File: src/rtl/vramp_pkg.sv
package vramp_pkg;
    localparam int CODE_W = 7;
    localparam int SLEW_W = 3;
    localparam int NUM_RATES = 1 << SLEW_W;
    // one 25 mV step at 0.225 mV/us lasts 1/9000 s
    localparam int STEP_DIV = 9000;

    typedef logic [CODE_W-1:0] vcode_t;
    typedef logic [SLEW_W-1:0] slew_t;

    localparam vcode_t CODE_MAX = 7'h6F;

    typedef enum logic [1:0] {
        DIR_HOLD = 2'd0,
        DIR_UP   = 2'd1,
        DIR_DOWN = 2'd2
    } dir_e;
endpackage

File: src/rtl/vramp_target_clamp.sv
module vramp_target_clamp
    import vramp_pkg::*;
(
    input  vcode_t raw_code,
    output vcode_t safe_code
);
    always_comb begin
        if (raw_code > CODE_MAX) safe_code = CODE_MAX;
        else                     safe_code = raw_code;
    end
endmodule

File: src/rtl/vramp_interval_timer.sv
module vramp_interval_timer
    import vramp_pkg::*;
#(
    parameter int BASE_CYC = 22222,
    localparam int CNT_W = $clog2(BASE_CYC + 1)
)(
    input  logic  clk,
    input  logic  rst_n,
    input  logic  run,
    input  slew_t slew_sel,
    output logic  tick
);
    typedef struct packed {
        logic [CNT_W-1:0] cnt;
    } tmr_state_t;

    tmr_state_t st_q, st_d;
    logic [CNT_W-1:0] ivl_tab [NUM_RATES];
    logic [CNT_W-1:0] limit;

    genvar g;
    generate
        for (g = 0; g < NUM_RATES; g++) begin : g_rate
            localparam int RAW = BASE_CYC >> g;
            localparam int IVL = (RAW < 1) ? 1 : RAW;
            assign ivl_tab[g] = CNT_W'(IVL);
        end
    endgenerate

    assign limit = ivl_tab[slew_sel];

    always_comb begin
        st_d = st_q;
        tick = 1'b0;
        if (!run) begin
            st_d.cnt = '0;
        end else if (st_q.cnt >= limit - CNT_W'(1)) begin
            tick     = 1'b1;
            st_d.cnt = '0;
        end else begin
            st_d.cnt = st_q.cnt + CNT_W'(1);
        end
    end

    always_ff @(posedge clk or negedge rst_n) begin
        if (!rst_n) st_q <= '0;
        else        st_q <= st_d;
    end


    idle_clear_chk: assert property (@(posedge clk) disable iff (!rst_n)
        !run |=> (st_q.cnt == '0));
endmodule

File: src/rtl/vramp_stepper.sv
module vramp_stepper
    import vramp_pkg::*;
(
    input  logic   clk,
    input  logic   rst_n,
    input  logic   use_host,
    input  vcode_t fuse_code,
    input  vcode_t tgt_code,
    input  logic   tick,
    output vcode_t live_code,
    output logic   busy
);
    typedef struct packed {
        vcode_t live;
    } step_state_t;

    step_state_t st_q, st_d;
    dir_e dir;

    always_comb begin
        busy = use_host && (st_q.live != tgt_code);
        if (!busy)                     dir = DIR_HOLD;
        else if (st_q.live < tgt_code) dir = DIR_UP;
        else                           dir = DIR_DOWN;
    end

    always_comb begin
        st_d = st_q;
        if (!use_host) begin
            st_d.live = fuse_code;
        end else if (tick) begin
            unique case (dir)
                DIR_UP:   st_d.live = st_q.live + 7'd1;
                DIR_DOWN: st_d.live = st_q.live - 7'd1;
                default:  st_d.live = st_q.live;
            endcase
        end
    end

    always_ff @(posedge clk or negedge rst_n) begin
        if (!rst_n) st_q <= '0;
        else        st_q <= st_d;
    end

    assign live_code = st_q.live;


    fuse_follow_chk: assert property (@(posedge clk) disable iff (!rst_n)
        !use_host |=> (st_q.live == $past(fuse_code)));


    single_step_chk: assert property (@(posedge clk) disable iff (!rst_n)
        (use_host && $past(use_host)) |->
            ((st_q.live == $past(st_q.live)) ||
             (st_q.live == $past(st_q.live) + 7'd1) ||
             (st_q.live == $past(st_q.live) - 7'd1)));


    toward_target_chk: assert property (@(posedge clk) disable iff (!rst_n)
        (use_host && $past(use_host) && (st_q.live != $past(st_q.live))) |->
            ((st_q.live > $past(st_q.live)) == ($past(tgt_code) > $past(st_q.live))));


    settled_hold_chk: assert property (@(posedge clk) disable iff (!rst_n)
        (use_host && $past(use_host) && ($past(st_q.live) == $past(tgt_code))) |->
            (st_q.live == $past(st_q.live)));
endmodule

File: src/rtl/vramp_top.sv
module vramp_top
    import vramp_pkg::*;
#(
    parameter int CLK_HZ = 200_000_000
)(
    input  logic       clk,
    input  logic       rst_n,
    input  logic [6:0] target_code,
    input  logic [2:0] slew_sel,
    input  logic       use_host,
    input  logic [6:0] fuse_code,
    output logic [6:0] live_code,
    output logic       busy
);
    localparam int RAW_BASE = CLK_HZ / STEP_DIV;
    localparam int BASE_CYC = (RAW_BASE < 1) ? 1 : RAW_BASE;

    vcode_t tgt_safe;
    logic   tick;
    logic   busy_int;

    vramp_target_clamp u_clamp (
        .raw_code  (target_code),
        .safe_code (tgt_safe)
    );

    vramp_interval_timer #(.BASE_CYC(BASE_CYC)) u_timer (
        .clk      (clk),
        .rst_n    (rst_n),
        .run      (busy_int),
        .slew_sel (slew_sel),
        .tick     (tick)
    );

    vramp_stepper u_step (
        .clk       (clk),
        .rst_n     (rst_n),
        .use_host  (use_host),
        .fuse_code (fuse_code),
        .tgt_code  (tgt_safe),
        .tick      (tick),
        .live_code (live_code),
        .busy      (busy_int)
    );

    assign busy = busy_int;


    tick_needs_busy_chk: assert property (@(posedge clk) disable iff (!rst_n)
        tick |-> busy_int);


    clamp_reach_chk: assert property (@(posedge clk) disable iff (!rst_n)
        (use_host && $past(use_host) && ($past(live_code) <= CODE_MAX)) |->
            (live_code <= CODE_MAX));
endmodule

File: config.mk
export PLATFORM = sky130hd
export DESIGN_NAME = vramp_top
export DESIGN_NICKNAME = d
export VERILOG_FILES = /design/src/rtl/vramp_pkg.sv /design/src/rtl/vramp_target_clamp.sv /design/src/rtl/vramp_interval_timer.sv /design/src/rtl/vramp_stepper.sv /design/src/rtl/vramp_top.sv
export SDC_FILE = /design/constraint.sdc
export NUM_CORES = 1
export LEC_CHECK = 0
export BUFFER_PORTS_ARGS = -buffer_cell sky130_fd_sc_hd__buf_2
export CAP_MARGIN = 30
export CORE_ASPECT_RATIO = 1.4
export CORE_UTILIZATION = 50
export DETAILED_ROUTE_END_ITERATION = 16
export GPL_TIMING_DRIVEN = 0
export PLACE_DENSITY = 0.73
export SYNTH_ARGS = -nofsm -noshare
export SYNTH_HDL_FRONTEND = slang
export SYNTH_SLANG_ARGS = --single-unit
File: constraint.sdc
create_clock -name clk -period 3.2 [get_ports clk]
set_clock_uncertainty 0.15 [all_clocks]
set_input_delay 0.32 -clock clk [delete_from_list [all_inputs] [get_ports clk]]
set_output_delay 0.32 -clock clk [all_outputs]
set_load 0.005 [all_outputs]
==> flow_summary.yaml, run 1 <==
worst_setup_path:
  worstPathArrival_ns: 3.33
  cp_cell_sequence: "buf_12 > clkinvlp_4 > ha_4 > o32a_1 > a211oi_2 > nand3_1 > o211a_1 > a21oi_2 > ha_1 > and2_4 > a221oi_4 > o221a_4 > buf_12 > nand2_4 > buf_6 > nor2_1"
  ff2ff_path_depth: 12
  path_max_fanout: 10
  critPathBufInv: 4
  path_delay_family: "compound AO/OA/AOI/OAI gates"
  rrSetupSlack_ns: 0.08
  crit_top_cell: "buf_12"
  cp_slowest_stage_delay_ns: 0.37
  crit_type: "input pin to register"
  crit_cells: 16
  cp_slowest_cell: "o32a_1"
  startpoint_type: "input pin"
  cp.required_ns: 3.25
  critPathCaptureType: "register"
pwr:
  ir_drop_mv: 0.1726
  clkPwrFrac_pct: 29.0
  power_frac_comb_pct: 37.3
  seqPwrFrac_pct: 33.7
  cellInternalPower_mw: 0.6249
  p_total_mw: 0.9212
  p_sw_share_pct: 32.16
  switchingPower_mw: 0.2962
  p_leak_nw: 1.322
  powerDensity_nw_per_um2: 313.3
layout:
  drive_above_1_share_pct: 32.81
  layout.nets: 375
  ff_latch_area_um2: 554.3
  multi_input_area_um2: 1774
  num-fill-cells: 349
  diodes: 0
  syn2layout_area_growth_pct: 35.14
min_path:
  min_path_cells: 3
  min_path_type: "input pin to register"
global_route:
  grt_first_pass_wirelength_um: 9039
  grt_usage_pct: 25.14
  grt_pass1_vias: 2103
  grt_max_degree: 23
  antenna_found_initial: 0
  grt-ovfl-total: 0
route:
  drtAntennaViolNets: 0
  drtIter0Drc: 71
  wl_per_cell_um: 15.68
  avgViaCountPerCell: 5.931
  drc: 0
  drt-pass1-iter-count: 4
  wirelength_um: 5675
  dr_total_vias: 2147
floorplan:
  fp.dieW_um: 57.75
  die_height_um: 80.06
  dieArea_um2: 4623
  core_um2: 4204
  io_pins: 28
  initial_utilization_pct: 51.76
  num_rows: 28
place:
  gp_routability_congestion: 0.8477
  io_buffers: 26
  hpwlAfterDp_um: 3874
clock_tree:
  clock-root-buffer: "clkbuf_8"
  clk_path_buf_depth: 2
  cts_buffers: 3
  cts_tree: "yes"
  clock-sinks: 22
  cts.htree.levels: 1
  cts.clk_slew.worst_paths_ns: 0.09
  insertion_delay_ns: 0.27
sta:
  setup_violations: 16
  period_minus_slack_ns: 3.278
  fin_crit_sh_pct: 102.4
  slew_viol_final: 0
  timing.hold.ws_ns: 0.1518
  slew_headroom_pct: 50.12
  finalHoldViolations: 0
  max_freq_mhz: 305.0
  rsz0062_at_grt: "true"
  setup_ws_ns: -0.07838
  worst_pin_slew_ns: 0.7455
synth:
  synth_edf_count: 0
  synth.distinct_cells: 46
  synth_nets: 317
  synth_ff_type: "dfrtp_1"
  yosysMostFrequentCell: "nor2_1"
  async_reset_ff_share_pct: 100.0
  postSynthCellCount: 260
  synth_seq_cells: 22
  synth_area_um2: 2176
  netlist_top_cells_area: "dfrtp_1 25%, ha_1 21%, nor2_1 6.6%"
  ys_warn_count: 0
  avgSynthCellArea_um2: 8.369
  ys_seq_area_share_pct: 25.30
  synth_common_cells: "38 x nor2_1, 36 x ha_1, 22 x dfrtp_1"
  synth_area_leader_cell: "dfrtp_1"
  synth_top_area_share_pct: 25.30
run_status:
  status: "complete, but fails checks"
  violations: "setup timing"
run:
  drv_cap: 0
[cells in the final DEF, fill, tap and decap left out, types with 2 or more instances in the layout]
master / count
nand2b_1: 3
and2_1: 2
xor2_1: 12
nor2b_1: 3
clkinvlp_4: 2
nor2_1: 33
and4_1: 2
xnor2_1: 7
nand3_1: 14
nor2_2: 3
a21oi_2: 5
or3_1: 2
dfrtp_2: 3
o21ai_1: 2
dfrtp_1: 19
o22a_1: 2
o21ai_2: 3
o21ai_0: 9
ha_1: 28
nand2_1: 19
nand4_1: 7
a31oi_1: 7
and3_1: 5
nor2_4: 2
a22oi_1: 2
buf_4: 27
clkbuf_8: 3
a21oi_1: 14
a211oi_2: 2
buf_2: 24
buf_6: 2
inv_1: 8
mux2i_1: 2
buf_12: 3
ha_4: 7
[power groups by stage]
stage | clock network (mW) | logic, mW | registers (mW)
CTS | 0.268 | 0.315 | 0.310
detailed placement | 0 | 0.274 | 0.316
floorplan | 0 | 0.201 | 0.310
global placement | 0 | 0.266 | 0.316
finish | 0.267 | 0.343 | 0.311
global route | 0.278 | 0.384 | 0.314
[per-stage QoR]
step	utilization, %	TNS [ns]	instance area, um^2	setup WS [ns]	std cells
after floorplan	-	-1.655	2272	-0.1077	260
after global placement	58.48	-13.37	2459	-0.6685	331
after detailed placement	58.48	-14.25	2459	-0.7323	331
after CTS	66.25	0	2785	0.004628	353
after global routing	69.94	-3.197	2940	-0.1808	362
final	69.94	-0.7021	2940	-0.07838	362
[final cells by class]
| type | count | share of cell area, % |
|---|---|---|
| buffer | 4 | 1.106 |
| multi-input combinational | 220 | 60.34 |
| inverter | 12 | 1.872 |
| clock inverter | 1 | 1.021 |
| tap | 45 | 1.915 |
| sequential | 22 | 18.85 |
| clock buffer | 3 | 1.404 |
| timing repair buffer | 55 | 13.49 |
[worst reg2reg max path: cells and delay by family (launching register included)]
kind,cells,cell delay [ns]
and+or+nand+nor,1,0.18
adders and majority gates,2,0.67
buffers and inverters,1,0.17
DFF,1,0.44
AOI/OAI and AO/OA,8,1.43
[sequential cells by signal, indices dropped and copies added, names as in the netlist]
| signal | count |
|---|---|
| u_timer.st_q | 15 |
| u_step.live_code | 7 |
[timing repair]
item	CTS	global route
hold buffers	1	0
setup buffers	19	9
endpoints found under the setup margin	22	21
pin swaps	17	23
endpoints found under the hold margin	22	0
gates resized for setup	27	21
[kinds of logic (layout without fill, tap and decap cells)]
logic type      count (synthesis)  count (layout)  share of synthesized area [%]
compound gates                 58              58                          17.88
xor+xnor                       19              19                          7.648
fa+ha+maj                      37              37                          21.62
buf+inv                        18              75                          3.680
flops                          22              22                          25.30
mux                             3               3                          1.438
simple gates                  103             103                          22.43
[per-layer routing]
| metal | up-vias | wire (um) | track usage, % |
|---|---|---|---|
| met5 | - | 0 | 0 |
| met4 | 0 | 191 | 12.14 |
| met3 | 16 | 159 | 1.288 |
| met2 | 71 | 3122 | 48.84 |
| met1 | 1008 | 2201 | 27.00 |
| li1 | 1052 | - | - |
[worst paths after layout]
path | start | end
worst min register to register | u_timer.st_q[0] | u_timer.st_q[0]
worst min-delay path | fuse_code[0] | u_step.live_code[0]
worst max-delay path | slew_sel[1] | u_timer.st_q[10]
max in group asynchronous | rst_n | u_step.live_code[4]
min in group asynchronous | rst_n | u_timer.st_q[12]
worst max register to register | u_step.live_code[2] | u_step.live_code[6]
Note: power is estimated with default switching activity, not from simulation.
==> run 2: changes to the inputs <==
==> constraint.sdc (replaced) <==
create_clock -name clk -period 3.2 [get_ports clk]
set_clock_uncertainty 0.15 [all_clocks]
set_input_delay 0.64 -clock clk [delete_from_list [all_inputs] [get_ports clk]]
set_output_delay 0.64 -clock clk [all_outputs]
set_load 0.005 [all_outputs]
==> flow_summary.yaml, run 2 (synthesis results as in run 1) <==
pwr:
  seqPwrFrac_pct: 33.8
  ir_drop_mv: 0.2384
  p_sw_share_pct: 32.25
  cellInternalPower_mw: 0.6246
  power_frac_comb_pct: 37.6
  switchingPower_mw: 0.2973
  powerDensity_nw_per_um2: 307.9
  clkPwrFrac_pct: 28.6
  p_leak_nw: 1.308
place:
  gp_routability_congestion: 0.8199
  hpwlAfterDp_um: 3871
  placed_cells: 331
  placed_area_um2: 2459
  io_buffers: 26
sta:
  setup_ws_ns: -0.3596
  timing.hold.ws_ns: 0.1796
  rsz0062_at_grt: "true"
  slew_viol_final: 0
  max_freq_mhz: 280.9
  fin_tns_setup_ns: -6.352
  period_minus_slack_ns: 3.560
  finalHoldViolations: 0
  setup_violations: 22
  worst_pin_slew_ns: 0.6816
  slew_headroom_pct: 54.39
  fin_crit_sh_pct: 111.2
worst_setup_path:
  path_max_fanout: 7
  cp.required_ns: 3.24
  cp_slowest_cell: "o221a_4"
  startpoint_type: "input pin"
  ff2ff_path_depth: 12
  critPathBufInv: 4
  crit_type: "input pin to register"
  cp_cell_sequence: "buf_12 > buf_4 > ha_1 > nor2_1 > a21oi_4 > ha_4 > buf_6 > mux2i_1 > a22oi_1 > o22a_1 > ha_1 > a21oi_2 > o21ai_2 > a21oi_2 > o221a_4 > buf_6 > or3_1 > a31oi_1"
  worstPathArrival_ns: 3.60
  critPathCaptureType: "register"
  path_delay_family: "compound AO/OA/AOI/OAI gates"
  cp_slowest_stage_delay_ns: 0.35
  reg2reg_to: "u_step.live_code[6]"
  rrSetupSlack_ns: -0.02
  r2r-start: "u_step.live_code[4]"
route:
  drtAntennaViolNets: 0
  dr_total_vias: 2150
  wl_per_cell_um: 16.36
  drc: 0
  drt-pass1-iter-count: 4
  avgViaCountPerCell: 6.022
  drtIter0Drc: 82
  wirelength_um: 5840
floorplan:
  dieArea_um2: 4623
  core_um2: 4204
  io_pins: 28
  initial_utilization_pct: 51.76
  fp.dieW_um: 57.75
  num_rows: 28
  die_height_um: 80.06
layout:
  layout.nets: 370
  syn2layout_area_growth_pct: 37.61
  final_cell_mix: "30 x ha_1, 24 x buf_2, 22 x nor2_1, 22 x dfrtp_1, 18 x buf_4"
  num-fill-cells: 336
  layout_commonest_cell: "ha_1"
  diodes: 0
  instances_no_fill: 357
  largest_reg_flops: 15
  ff_latch_area_um2: 550.5
  reg_top3: "u_timer.st_q (15), u_step.live_code (7)"
  finalInstanceArea_um2: 2994
  drive_above_1_share_pct: 33.97
  regMostFlops: "u_timer.st_q"
  multi_input_area_um2: 1834
global_route:
  grt_usage_pct: 26.28
  antenna_found_initial: 0
  grt_max_degree: 23
  grt-ovfl-total: 0
  grt_first_pass_wirelength_um: 9432
  grt_pass1_vias: 2173
clock_tree:
  clock-sinks: 22
  cts_hold_buf: 0
  clock-root-buffer: "clkbuf_8"
  clk_path_buf_depth: 2
  insertion_delay_ns: 0.27
  cts_buffers: 3
  cts.clk_slew.worst_paths_ns: 0.09
  cts.htree.levels: 1
  cts_tree: "yes"
run_status:
  violations: "setup timing"
  status: "complete, but fails checks"
run:
  drv_cap: 0
min_path:
  min_path_type: "input pin to async pin"
-- run 2: cell count changes in the layout (fill, tap and decap cells not counted), sizes merged --
cell         previous run  this run
buf                    56        52
dlygate4sd3             1         0
-- run 2: cell type report --
type | count | area share (%)
clock buffers | 3 | 1.379
repair buffers | 50 | 12.79
well taps | 45 | 1.880
multi-input cells | 220 | 61.26
clock inverters | 1 | 1.003
flip-flops and latches | 22 | 18.39
inverters | 12 | 1.839
plain buffers | 4 | 1.463
-- run 2: timing repair --
action / in CTS / in global routing
gates resized for setup: 57 / 16
cloned: 1 / 0
buffers inserted: 20 / 3
endpoints found under the setup margin: 22 / 23
pin swaps: 34 / 12
-- run 2: layer usage --
metal	part of all wire (%)	routed length, um	up-vias	track usage [%]
li1	-	-	1039	-
met1	39	2290	1037	27.28
met2	54	3165	56	51.05
met3	2.9	172	18	2.415
met4	3.6	212	0	13.33
met5	0	0	-	0
-- run 2: worst max-delay path by stage --
stage	startpoint	end	slack, ns	depth (start not counted)
floorplan	slew_sel[1]	u_timer.st_q[0]	-0.43	15
global placement	slew_sel[0]	u_timer.st_q[13]	-0.99	17
detailed placement	slew_sel[0]	u_timer.st_q[6]	-1.01	17
CTS	slew_sel[0]	u_step.live_code[1]	-0.31	17
global route	slew_sel[0]	u_step.live_code[1]	-0.51	15
finish	slew_sel[1]	u_step.live_code[1]	-0.36	18
-- run 2: worst register-to-register path: stages (launching register included) --
cell,delay [ns]
dfrtp_1,0.47
ha_1,0.34
a211oi_1,0.20
nor2_1,0.11
o311ai_4,0.35
inv_2,0.17
ha_4,0.30
nand2b_1,0.10
a21oi_2,0.18
o21ai_1,0.09
and3_1,0.18
a2111o_1,0.35
a31oi_1,0.16
-- run 2: through the flow --
stage | power [mW] | worst slack [ns] | util, %
final | 0.9219 | -0.3596 | 71.22
after global routing | 0.9727 | -0.5120 | 71.22
after floorplan | 0.5116 | -0.4277 | -
after detailed placement | 0.5890 | -1.006 | 58.48
after global placement | 0.5819 | -0.9869 | 58.48
after CTS | 0.9061 | -0.3133 | 69.29
-- run 2: power groups by stage --
stage,Clock (mW),Sequential (mW),Combinational (mW)
floorplan,0,0.310,0.201
detailed placement,0,0.315,0.274
global route,0.277,0.314,0.382
global placement,0,0.316,0.266
finish,0.264,0.311,0.347
CTS,0.265,0.311,0.330
==> run 3: changes to the inputs <==
Settings changed: BUFFER_PORTS_ARGS -buffer_cell sky130_fd_sc_hd__buf_2 to -buffer_cell sky130_fd_sc_hd__buf_4.
==> flow_summary.yaml, run 3 (synthesis results as in run 1) <==
run_status:
  status: "complete, but fails checks"
  violations: "setup timing"
worst_setup_path:
  cp_slowest_stage_delay_ns: 0.38
  path_delay_family: "compound AO/OA/AOI/OAI gates"
  crit_type: "input pin to register"
  critPathCaptureType: "register"
  rrSetupSlack_ns: -0.11
  path_max_fanout: 7
  cp_slowest_cell: "o221a_4"
  startpoint_type: "input pin"
  critPathBufInv: 3
  cp_cell_sequence: "buf_12 > clkinvlp_4 > ha_4 > o32a_1 > a211oi_2 > nand3_1 > o211a_1 > a21oi_2 > ha_1 > and2_4 > nand4_1 > o221a_4 > buf_6 > or3_1 > a31oi_1"
  cp.required_ns: 3.24
  worstPathArrival_ns: 3.54
route:
  drt-pass1-iter-count: 4
  drtIter0Drc: 79
  avgViaCountPerCell: 5.892
  drtAntennaViolNets: 0
  dr_total_vias: 2121
  drc: 0
  wl_per_cell_um: 15.94
  wirelength_um: 5737
global_route:
  met2_usage_pct: 53.14
  use_met3_pct: 1.449
  grt_max_degree: 23
  met1_usage_pct: 25.20
  grt_usage_pct: 25.96
  grt-ovfl-total: 0
  grt_pass1_vias: 2170
  grt_first_pass_wirelength_um: 9308
  grt_busiest_layer: "met2"
  antenna_found_initial: 0
layout:
  drive_above_1_share_pct: 32.06
  reg_top3: "u_timer.st_q (15), u_step.live_code (7)"
  syn2layout_area_growth_pct: 37.84
  final_cell_mix: "48 x buf_4, 33 x nor2_1, 29 x ha_1"
  layout.nets: 373
  num-fill-cells: 343
  multi_input_area_um2: 1775
  regMostFlops: "u_timer.st_q"
  ff_latch_area_um2: 550.5
  diodes: 0
  largest_reg_flops: 15
  layout_commonest_cell: "buf_4"
sta:
  setup_ws_ns: -0.2984
  slew_viol_final: 0
  timing.hold.ws_ns: 0.09565
  period_minus_slack_ns: 3.498
  rsz0062_at_grt: "true"
  slew_headroom_pct: 57.42
  fin_crit_sh_pct: 109.3
  setup_violations: 22
  worst_pin_slew_ns: 0.6364
  max_freq_mhz: 285.8
  finalHoldViolations: 0
clock_tree:
  cts_hold_buf: 0
  cts_buffers: 3
  clk_path_buf_depth: 2
  clock-sinks: 22
  insertion_delay_ns: 0.27
  cts_tree: "yes"
  cts.htree.levels: 1
  cts.clk_slew.worst_paths_ns: 0.09
  clock-root-buffer: "clkbuf_8"
min_path:
  min_path_type: "input pin to async pin"
pwr:
  ir_drop_mv: 0.2065
  p_leak_nw: 1.333
  powerDensity_nw_per_um2: 309.1
  p_total_mw: 0.9270
place:
  dp_slack_ns: -0.9985
  io_buffers: 26
  hpwlAfterDp_um: 3953
  gp_routability_congestion: 0.8328
floorplan:
  dieArea_um2: 4623
  core_um2: 4204
  num_rows: 28
  die_height_um: 80.06
  io_pins: 28
  fp.dieW_um: 57.75
  initial_utilization_pct: 51.76
run:
  drv_cap: 0
-- run 3: cell types whose count changed in the layout (fill, tap and decap cells not counted), moves of 2 or more --
cell,previous run,this run
a21oi_1,13,11
a21oi_2,5,8
buf_2,24,0
buf_4,18,48
buf_6,6,3
nand2_1,17,19
nand2_2,2,0
nor2_1,22,33
nor2_4,12,2
o21ai_0,10,12
o21ai_1,3,1
-- run 3: through the flow --
| step | utilization, % | cell area [um^2] | setup TNS (ns) | cells |
|---|---|---|---|---|
| after floorplan | - | 2272 | -8.642 | 260 |
| after global placement | 60.03 | 2524 | -18.87 | 331 |
| after detailed placement | 60.03 | 2524 | -20.41 | 331 |
| after CTS | 69.76 | 2933 | -6.099 | 356 |
| after global routing | 71.34 | 2999 | -7.983 | 360 |
| final | 71.34 | 2999 | -4.979 | 360 |
-- run 3: layer usage --
| layer | vias up | share of wire (%) |
|---|---|---|
| met1 | 1002 | 39 |
| met3 | 21 | 2.1 |
| met4 | 0 | 4.3 |
| met5 | - | 0 |
| met2 | 53 | 55 |
| li1 | 1045 | - |
-- run 3: report_power, final --
part           switching (mW)  leakage (nW)  total [mW]  internal [mW]
Sequential             0.0229         0.285       0.312          0.290
Combinational           0.172          1.01       0.348          0.176
Clock                  0.0989        0.0357       0.266          0.167
Total                   0.294          1.33       0.927          0.633
-- run 3: worst paths after layout --
kind / end / cells past startpoint / from
min in group clk: u_timer.st_q[14] / 2 / u_timer.st_q[14]
hold reg to reg: u_timer.st_q[14] / 2 / u_timer.st_q[14]
setup reg to reg: u_step.live_code[6] / 12 / u_step.live_code[4]
setup / recovery: u_step.live_code[1] / 15 / slew_sel[0]
hold / removal: u_timer.st_q[11] / 1 / rst_n
max in group asynchronous: u_timer.st_q[5] / 1 / rst_n
-- run 3: final cells by class --
cell class	count	share of cell area, %
Multi-Input combinational cell	220	59.20
Sequential cell	22	18.36
Timing Repair Buffer	53	15.14
Tap cell	45	1.877
Inverter	12	1.836
Clock buffer	3	1.377
Buffer	4	1.210
Clock inverter	1	1.001
-- run 3: timing repair --
action | CTS | global route
endpoints found under the setup margin | 22 | 23
endpoints found under the hold margin | 0 | 0
cloned | 1 | 0
pin swaps | 26 | 21
gates resized for setup | 37 | 8
buffers inserted | 22 | 4
